[src/rtl/sw_echo_pkg.sv]
package sw_echo_pkg;

  typedef enum logic [1:0] {
    RX_IDLE,
    RX_BITS,
    RX_DRAIN
  } rx_state_e;

  typedef enum logic [1:0] {
    SEQ_IDLE,
    SEQ_TURN,
    SEQ_SEND
  } seq_state_e;

  localparam int FRAME_BITS = 10;
  localparam int BREAK_BITS = 11;
  localparam int PAT_W      = 11;

  function automatic logic [PAT_W-1:0] byte_frame(input logic [7:0] d);
    return {2'b11, d, 1'b0};
  endfunction

endpackage

[src/rtl/sw_echo_rx.sv]
module sw_echo_rx
  import sw_echo_pkg::*;
#(
  parameter int BIT_CLKS = 278
) (
  input  logic       clk,
  input  logic       rst_n,
  input  logic       en,
  input  logic       line_in,
  output logic       quiet,
  output logic       byte_stb,
  output logic       brk_stb,
  output logic       ferr_stb,
  output logic [7:0] byte_out
);

  localparam int HALF  = BIT_CLKS / 2;
  localparam int FIRST = BIT_CLKS + HALF - 1;
  localparam int CW    = $clog2(FIRST + 1);

  logic [1:0]  sync_q;
  logic        ln;
  rx_state_e   st_q;
  logic [CW-1:0] wait_q;
  logic [3:0]  idx_q;
  logic [7:0]  sh_q;

  assign ln    = sync_q[1];
  assign quiet = (st_q == RX_IDLE) && ln;

  always_ff @(posedge clk) begin
    if (!rst_n) begin
      sync_q   <= 2'b11;
      st_q     <= RX_IDLE;
      wait_q   <= '0;
      idx_q    <= '0;
      sh_q     <= '0;
      byte_stb <= 1'b0;
      brk_stb  <= 1'b0;
      ferr_stb <= 1'b0;
      byte_out <= '0;
    end else begin
      sync_q   <= {sync_q[0], line_in};
      byte_stb <= 1'b0;
      brk_stb  <= 1'b0;
      ferr_stb <= 1'b0;
      if (!en) begin
        st_q <= RX_IDLE;
      end else begin
        case (st_q)
          RX_IDLE: begin
            if (!ln) begin
              st_q   <= RX_BITS;
              wait_q <= CW'(FIRST);
              idx_q  <= '0;
            end
          end
          RX_BITS: begin
            if (wait_q != '0) begin
              wait_q <= wait_q - 1'b1;
            end else begin
              wait_q <= CW'(BIT_CLKS - 1);
              if (idx_q != 4'd8) begin
                sh_q  <= {ln, sh_q[7:1]};
                idx_q <= idx_q + 4'd1;
              end else if (ln) begin
                byte_stb <= 1'b1;
                byte_out <= sh_q;
                st_q     <= RX_IDLE;
              end else if (sh_q == 8'h00) begin
                brk_stb <= 1'b1;
                st_q    <= RX_DRAIN;
              end else begin
                ferr_stb <= 1'b1;
                st_q     <= RX_DRAIN;
              end
            end
          end
          RX_DRAIN: begin
            if (ln) st_q <= RX_IDLE;
          end
          default: st_q <= RX_IDLE;
        endcase
      end
    end
  end


  drain_park_chk: assert property (@(posedge clk) disable iff (!rst_n)
    (st_q == RX_DRAIN && !ln && en) |=> (st_q == RX_DRAIN));

endmodule

[src/rtl/sw_echo_tx.sv]
module sw_echo_tx
  import sw_echo_pkg::*;
#(
  parameter int BIT_CLKS = 278
) (
  input  logic             clk,
  input  logic             rst_n,
  input  logic             load,
  input  logic [PAT_W-1:0] pattern,
  input  logic [3:0]       nbits,
  output logic             busy,
  output logic             pull_low
);

  localparam int CW = $clog2(BIT_CLKS + 1);

  logic [PAT_W-1:0] sh_q;
  logic [CW-1:0]    cnt_q;
  logic [3:0]       left_q;

  assign pull_low = busy & ~sh_q[0];

  always_ff @(posedge clk) begin
    if (!rst_n) begin
      busy   <= 1'b0;
      sh_q   <= '1;
      cnt_q  <= '0;
      left_q <= '0;
    end else if (load) begin
      busy   <= 1'b1;
      sh_q   <= pattern;
      left_q <= nbits - 4'd1;
      cnt_q  <= CW'(BIT_CLKS - 1);
    end else if (busy) begin
      if (cnt_q != '0) begin
        cnt_q <= cnt_q - 1'b1;
      end else if (left_q == '0) begin
        busy <= 1'b0;
      end else begin
        sh_q   <= {1'b1, sh_q[PAT_W-1:1]};
        left_q <= left_q - 4'd1;
        cnt_q  <= CW'(BIT_CLKS - 1);
      end
    end
  end


  bit_hold_chk: assert property (@(posedge clk) disable iff (!rst_n)
    (busy && !load && cnt_q != '0) |=> $stable(pull_low));

endmodule

[src/rtl/sw_echo_xcvr.sv]
module sw_echo_xcvr
  import sw_echo_pkg::*;
#(
  parameter int BIT_CLKS  = 278,
  parameter int TURN_BITS = 2
) (
  input  logic       clk,
  input  logic       rst_n,
  input  logic       line_in,
  output logic       line_pull_low,
  output logic       rx_valid,
  output logic [7:0] rx_data,
  output logic       break_seen,
  output logic       frame_err,
  input  logic       tx_valid,
  output logic       tx_ready,
  input  logic [7:0] tx_data
);

  localparam int GAP = TURN_BITS * BIT_CLKS;
  localparam int GW  = $clog2(GAP + 1);
  localparam logic [PAT_W-1:0] BRK_PAT = {1'b1, {(PAT_W-1){1'b0}}};

  seq_state_e       seq_q;
  logic [GW-1:0]    gap_q;
  logic             brk_q;
  logic [7:0]       echo_q;
  logic             quiet, byte_stb, brk_stb, ferr_stb;
  logic [7:0]       byte_out;
  logic             rx_en, tx_load, tx_busy, take_up, turn_done;
  logic [PAT_W-1:0] tx_pat;
  logic [3:0]       tx_nbits;

  assign rx_en     = (seq_q == SEQ_IDLE);
  assign tx_ready  = rx_en && quiet && !(byte_stb || brk_stb || ferr_stb);
  assign take_up   = tx_valid && tx_ready;
  assign turn_done = (seq_q == SEQ_TURN) && (gap_q == '0);
  assign tx_load   = take_up || turn_done;

  always_comb begin
    if (turn_done && brk_q) begin
      tx_pat   = BRK_PAT;
      tx_nbits = 4'(BREAK_BITS);
    end else begin
      tx_pat   = byte_frame(turn_done ? echo_q : tx_data);
      tx_nbits = 4'(FRAME_BITS);
    end
  end

  sw_echo_rx #(.BIT_CLKS(BIT_CLKS)) u_rx (
    .clk(clk), .rst_n(rst_n), .en(rx_en), .line_in(line_in),
    .quiet(quiet), .byte_stb(byte_stb), .brk_stb(brk_stb),
    .ferr_stb(ferr_stb), .byte_out(byte_out)
  );

  sw_echo_tx #(.BIT_CLKS(BIT_CLKS)) u_tx (
    .clk(clk), .rst_n(rst_n), .load(tx_load), .pattern(tx_pat),
    .nbits(tx_nbits), .busy(tx_busy), .pull_low(line_pull_low)
  );

  always_ff @(posedge clk) begin
    if (!rst_n) begin
      seq_q  <= SEQ_IDLE;
      gap_q  <= '0;
      brk_q  <= 1'b0;
      echo_q <= '0;
    end else begin
      case (seq_q)
        SEQ_IDLE: begin
          if (byte_stb || brk_stb) begin
            seq_q  <= SEQ_TURN;
            gap_q  <= GW'(GAP - 1);
            brk_q  <= brk_stb;
            echo_q <= byte_out;
          end else if (take_up) begin
            seq_q <= SEQ_SEND;
          end
        end
        SEQ_TURN: begin
          if (gap_q == '0) seq_q <= SEQ_SEND;
          else             gap_q <= gap_q - 1'b1;
        end
        SEQ_SEND: begin
          if (!tx_busy) seq_q <= SEQ_IDLE;
        end
        default: seq_q <= SEQ_IDLE;
      endcase
    end
  end

  assign rx_valid   = byte_stb;
  assign rx_data    = byte_out;
  assign break_seen = brk_stb;
  assign frame_err  = ferr_stb;


  accept_start_chk: assert property (@(posedge clk) disable iff (!rst_n)
    (tx_valid && tx_ready) |=> line_pull_low);


  self_ignore_chk: assert property (@(posedge clk) disable iff (!rst_n)
    (seq_q != SEQ_IDLE) |=> !(rx_valid || break_seen || frame_err));


  turn_release_chk: assert property (@(posedge clk) disable iff (!rst_n)
    (seq_q == SEQ_TURN) |-> !line_pull_low);

endmodule

[config.mk]
export PLATFORM = sky130hd
export DESIGN_NAME = sw_echo_xcvr
export DESIGN_NICKNAME = d
export VERILOG_FILES = /design/src/rtl/sw_echo_pkg.sv /design/src/rtl/sw_echo_rx.sv /design/src/rtl/sw_echo_tx.sv /design/src/rtl/sw_echo_xcvr.sv
export SDC_FILE = /design/constraint.sdc
export NUM_CORES = 1
export LEC_CHECK = 0
export BUFFER_PORTS_ARGS = -buffer_cell sky130_fd_sc_hd__buf_4
export CORE_UTILIZATION = 60
export CTS_BUF_LIST = sky130_fd_sc_hd__clkbuf_16
export CTS_CLUSTER_DIAMETER = 50
export DETAILED_ROUTE_END_ITERATION = 6
export PLACE_DENSITY = 0.79
export SLEW_MARGIN = 25
export SYNTH_ARGS = -nofsm -noshare
export SYNTH_HDL_FRONTEND = slang
export SYNTH_SLANG_ARGS = --single-unit
[constraint.sdc]
create_clock -name clk -period 2.6 [get_ports clk]
set_input_delay 0.26 -clock clk [delete_from_list [all_inputs] [get_ports clk]]
set_output_delay 0.26 -clock clk [all_outputs]
set_load 0.01 [all_outputs]
# == Word level (Yosys, flattened, before mapping) ==
# Index checks and enable logic that the tools add are counted.
# classes
n_addsub,6
eq_ne,19
muxes,43
bitwise_logic,7
reduce_logical,35
# ops
cell,count
$mux W9,6
$mux W11,4
$mux W10,3
$mux W4,7
$pmux W10 S2,1
$mux W2,9
$pmux W9 S2,1
$reduce_bool A9 Y1,2
$sub A9 B1 Y9 const B,2
$ne A2 B2 Y1 const B,7
$pmux W2 S3,2
$reduce_and A3 Y1,4
$logic_not A10 Y1,1
$ne A2 B1 Y1 const B,5
$reduce_and A5 Y1,2
$sub A10 B1 Y10 const B,1
$logic_not A8 Y1,1
$mux W1,8
$mux W8,1
$pmux W4 S2,1
$reduce_and A2 Y1,4
$reduce_and A4 Y1,2
$sub A4 B1 Y4 const B,2
$logic_and A1 B1 Y1,6
16 further kinds,28
# totals
reg_bits,82
inputBits,12
output_inout_bits,13
elab_cells,128

# == Logic depth before layout (Yosys ltp) ==
# depth
ltp_word,8
ltp_mapped,9
depth_no_buf,7

# == Cells and area by module ==
# Synthesis repeated with hierarchy kept, for this count alone.
# hier_totals
cells_unflattened,484
area_unflattened_um2,4190.3
# modules_own_cells
mod,instances,cells_per_inst,area_per_inst_um2,seq_area_each_um2
sw_echo_rx,1,184,1634.1,720.7
sw_echo_tx,1,149,1370.1,500.5
sw_echo_xcvr,1,151,1186.1,420.4

# == Worst setup path before layout ==
# OpenSTA, ideal clock, no wires.
# synth_path
kind,reg2reg
from,reg u_rx.wait_q[0]
to,reg u_rx.idx_q[0]
setup_ps,126
arrival_time_ps,1643
t_required_ps,2474
slack_ps,831
path_stages_with_launch,9
path_buffers,1
synth_period_minus_slack_ps,1769
path_cell_list,dfxtp_1 -> inv_1 -> ha_1 -> nor3b_4 -> nand3_1 -> or3_4 -> buf_6 -> nand4_1 -> o31ai_2
# synth_between
elab_chain_len,3
# synth_lines
item,line_no,source
"start, declared",sw_echo_rx.sv:24,logic [CW-1:0] wait_q;
"start signal, assigned",sw_echo_rx.sv:54,wait_q <= CW'(FIRST);
"start signal, assigned",sw_echo_rx.sv:60,wait_q <= wait_q - 1'b1;
"start signal, assigned",sw_echo_rx.sv:62,wait_q <= CW'(BIT_CLKS - 1);
$reduce_bool A9 Y1,sw_echo_rx.sv:59,if (wait_q != '0) begin
$ne A2 B2 Y1 (no source line),-,
$reduce_and A5 Y1 (no source line),-,
"end signal, assigned",sw_echo_rx.sv:65,idx_q <= idx_q + 4'd1;
"end, declared",sw_echo_rx.sv:25,logic [3:0] idx_q;
# Every way passes these cells.
# A chain may end at the register's enable or synchronous reset.

# == Worst setup path after layout ==
# layout_path
from,reg u_rx.wait_q[0]
to,reg u_rx.byte_out[1]
# layout_between
elab_chain_len,3
# layout_lines
item,line_no,source
$reduce_bool A9 Y1,sw_echo_rx.sv:59,
$not A1 Y1 (no source line),-,
$reduce_and A5 Y1 (no source line),-,
"end signal, assigned",sw_echo_rx.sv:68,byte_out <= sh_q;
"end, declared",sw_echo_rx.sv:14,output logic [7:0] byte_out
# Every way passes these cells.

==> metrics.md <==
| Metric | Value |
|---|---|
| HP Start | `line_in` |
| Area growth from synthesis to layout | `13.2%` |
| Crit Path Category | `flop to flop` |
| Largest family of logic cells by synthesized area | `simple AND/OR/NAND/NOR gates` |
| Type of element capturing the critical path | `flop` |
| Mapped Cells | `448` |
| Worst slew margin | `54.7%` |
| Post-Syn Area | `0.00389 mm^2` |
| Initial DRC Count | `143` |
| Post-synthesis simple-gate area fraction | `28.0%` |
| DR WL/cell | `15.1 um` |
| Layout cells sized above 1 | `14.6%` |
| Hold Worst Slack | `111 ps` |
| Final setup viols | `0` |
| Post-synth EDFFs | `0` |
| Vias in the first global route | `2949` |
| Final min period | `2160 ps` |
| Switching portion of total power | `24.8%` |
| Die area | `0.00680 mm^2` |
| LEAKAGE | `0.00165 uW` |
| Diodes inserted | `0` |
| Via count | `3221` |
| Flops & latches, synth | `81` |
| Setup TNS | `0 ps` |
| Yosys cell types | `62` |
| Adder-cell share of the synthesized area | `2.58%` |
| Power share of the clock group | `44.3%` |
| Starting Density | `63.8%` |
| Post-layout nets | `486` |
| Die height | `82.5 um` |
| Post-CTS setup buffers | `0` |
| Commonest non-fill, non-tap cells in the layout | `dfxtp_1 (81), nand2_1 (68), a21oi_1 (36)` |
| CTS tree | `built` |
| Combinational Power Share | `11.4%` |
| Mux cell area share after synthesis | `3.12%` |
| Hpwl dp | `5640 um` |
| Worst EP arrival | `2380 ps` |
| Status | `complete, no violations` |
| Ys async rst share | `0%` |
| Data required, critical path | `2820 ps` |
| Part of the power in registers | `44.3%` |
| Routability Congestion | `0.888` |
| I/O pin total | `25` |
| Pwr/cell area | `689 mW/mm^2` |
| Clock slew at reported path FFs | `60 ps` |
| Register area | `0.00162 mm^2` |
| Internal | `2280 uW` |
| Clk_lat worst skew | `330 ps` |
| Die X | `82.5 um` |
| F_max | `462 MHz` |
| Tcrit/Tclk final | `83.2%` |
| Max Buffers Root-to-Sink | `2` |
| Synth warn | `0` |
| Max Cap Violations | `0` |
| Sequential fraction of the synthesis area | `41.7%` |
| Final ANT Viol Nets | `0` |
| Syn nets | `468` |
| Leading cell type in the layout, fill and taps excluded | `dfxtp_1` |
| Final Hold Fails | `0` |
| FP Rows | `28` |
| Multi-input logic area | `0.00207 mm^2` |
| Unrepaired setup endpoints after global routing | `no` |
| Worst Skew | `5.70 ps` |
| GRT Total Usage | `26.2%` |
| CTS resizes | `0` |
| Hold Buf Count CTS | `0` |
| Predominant post-synthesis flop cell | `dfxtp_1` |
| Largest net degree at the start of global routing | `37` |
| Total grt overflow | `0` |
| Slew Limit Fails | `0` |
| IO Port Bufs | `24` |
| Core area | `0.00610 mm^2` |
| XOR/XNOR Fraction of Synth Area | `2.25%` |
| Peak supply drop | `0.000584 V` |
| Via-to-Cell Ratio | `5.90` |
| Sink Count | `81` |
| Clk root buf | `clkbuf_16` |
| Crit path launch type | `flop` |
| Antenna violations before repair | `0` |
| R2r startpoint | `u_rx.wait_q[0]` |
| Slew of the pin with the lowest slew margin | `677 ps` |
| Min-delay worst type | `input port to flop` |
| Peak fanout along the critical path | `9` |
| DRT Pass-1 Iters | `4` |
| Synth Area in Compound Gates | `17.4%` |
| # DRC | `0` |
| Final WL | `8250 um` |
| Htree depth | `3` |
| Fillers | `489` |
| NetSw | `751 uW` |
| First-pass GRT wire length | `13500 um` |
| Critical Path Source | `u_rx.wait_q[0]` |
| Total CTS buffers | `9` |
| Mapped Avg Cell Area | `8.67 um^2` |
## cells by family after synthesis
family                   after synthesis
buffers and inverters                 40
AND/OR/NAND/NOR                      193
multiplexers                          12
adder cells (fa/ha/maj)                8
flip-flops                            81
XOR/XNOR                              10
AO/OA/AOI/OAI                        104
## path summary, 6_finish.rpt
| kind | cells after the start | slack [ps] | to |
|---|---|---|---|
| min reg2reg | 1 | 440 | u_rx.sync_q[1] |
| min | 2 | 110 | u_rx.sync_q[0] |
| max reg2reg | 7 | 440 | u_rx.byte_out[1] |
| max | 7 | 440 | u_rx.byte_out[1] |
## critical path, cell delays in order (launching register included)
cell and delay [ps]:
dfxtp_1 320, inv_1 70, ha_1 200, nor3b_4 280, and3_1 320, and4_1 530, mux2i_1 270, nor2_1 50
## synth_stat cells, drive strengths merged, types with 2 or more instances
cell type	number	area share (%)
dfxtp	81	42
ha	8	2.6
o221a	3	0.87
nand4b	2	0.84
a32oi	8	1.8
a21oi	36	4.6
and2	5	0.80
xnor2	2	0.45
and4	2	0.45
o21ai	19	2.5
nor2	35	3.5
buf	9	1.9
nor2b	6	1.2
nor4	5	1.6
clkbuf	14	1.4
inv	17	1.6
or3	6	1.2
and3	4	0.64
xor2	8	1.8
nand4	3	0.48
nand2	68	6.6
mux2i	11	2.8
nor3b	12	2.9
nand2b	4	0.64
nor4b	4	1.2
nand3b	5	0.97
o31ai	3	0.71
nor3	16	2.4
a31oi	7	1.1
nand3	11	1.4
o211ai	5	0.97
a21boi	10	1.9
o21a	5	0.97
## power groups by stage
stage	clock network [uW]	logic, uW	registers [uW]
finish	1340	344	1340
global route	1420	384	1350
CTS	1360	342	1340
detailed placement	0	340	1370
global placement	0	333	1370
floorplan	0	280	1350
## area by class of cell
class / count / share of cell area, %
timing repair buffer: 30 / 5.12
multi-input combinational: 327 / 47.2
inverter: 17 / 1.45
clock buffer: 9 / 5.12
clock inverter: 7 / 2.13
tap: 75 / 2.13
sequential: 81 / 36.9
## flip-flops by register name (all words and copies together), names as in the netlist
signal and flops:
brk_q 1, echo_q 8, gap_q 10, seq_q 2
u_rx.brk_stb 1, u_rx.byte_out 8, u_rx.byte_stb 1, u_rx.ferr_stb 1
u_rx.idx_q 4, u_rx.sh_q 8, u_rx.st_q 2, u_rx.sync_q 2
u_rx.wait_q 9, u_tx.busy 1, u_tx.cnt_q 9, u_tx.left_q 4
u_tx.sh_q 10
## stage by stage
stage                     setup slack (ps)  area, um^2  total power (uW)  std cells  utilization (%)
after global placement                 595        4080              1700        530             66.9
after global routing                   227        4400              3150        546             72.1
final                                  436        4400              3030        546             72.1
after CTS                              443        4400              3050        546             72.1
after detailed placement               476        4080              1710        530             66.9
after floorplan                        831        3890              1630        448                -
## metal layers
| metal | global-route usage [%] | part of all wire [%] | vias to the layer above |
|---|---|---|---|
| met1 | 33.3 | 46 | 1513 |
| met5 | 0 | 0 | - |
| met4 | 9.30 | 1.3 | 0 |
| met2 | 43.1 | 48 | 79 |
| li1 | - | - | 1619 |
| met3 | 6.48 | 4.8 | 10 |
No activity file was read; power rests on OpenSTA's default activity.
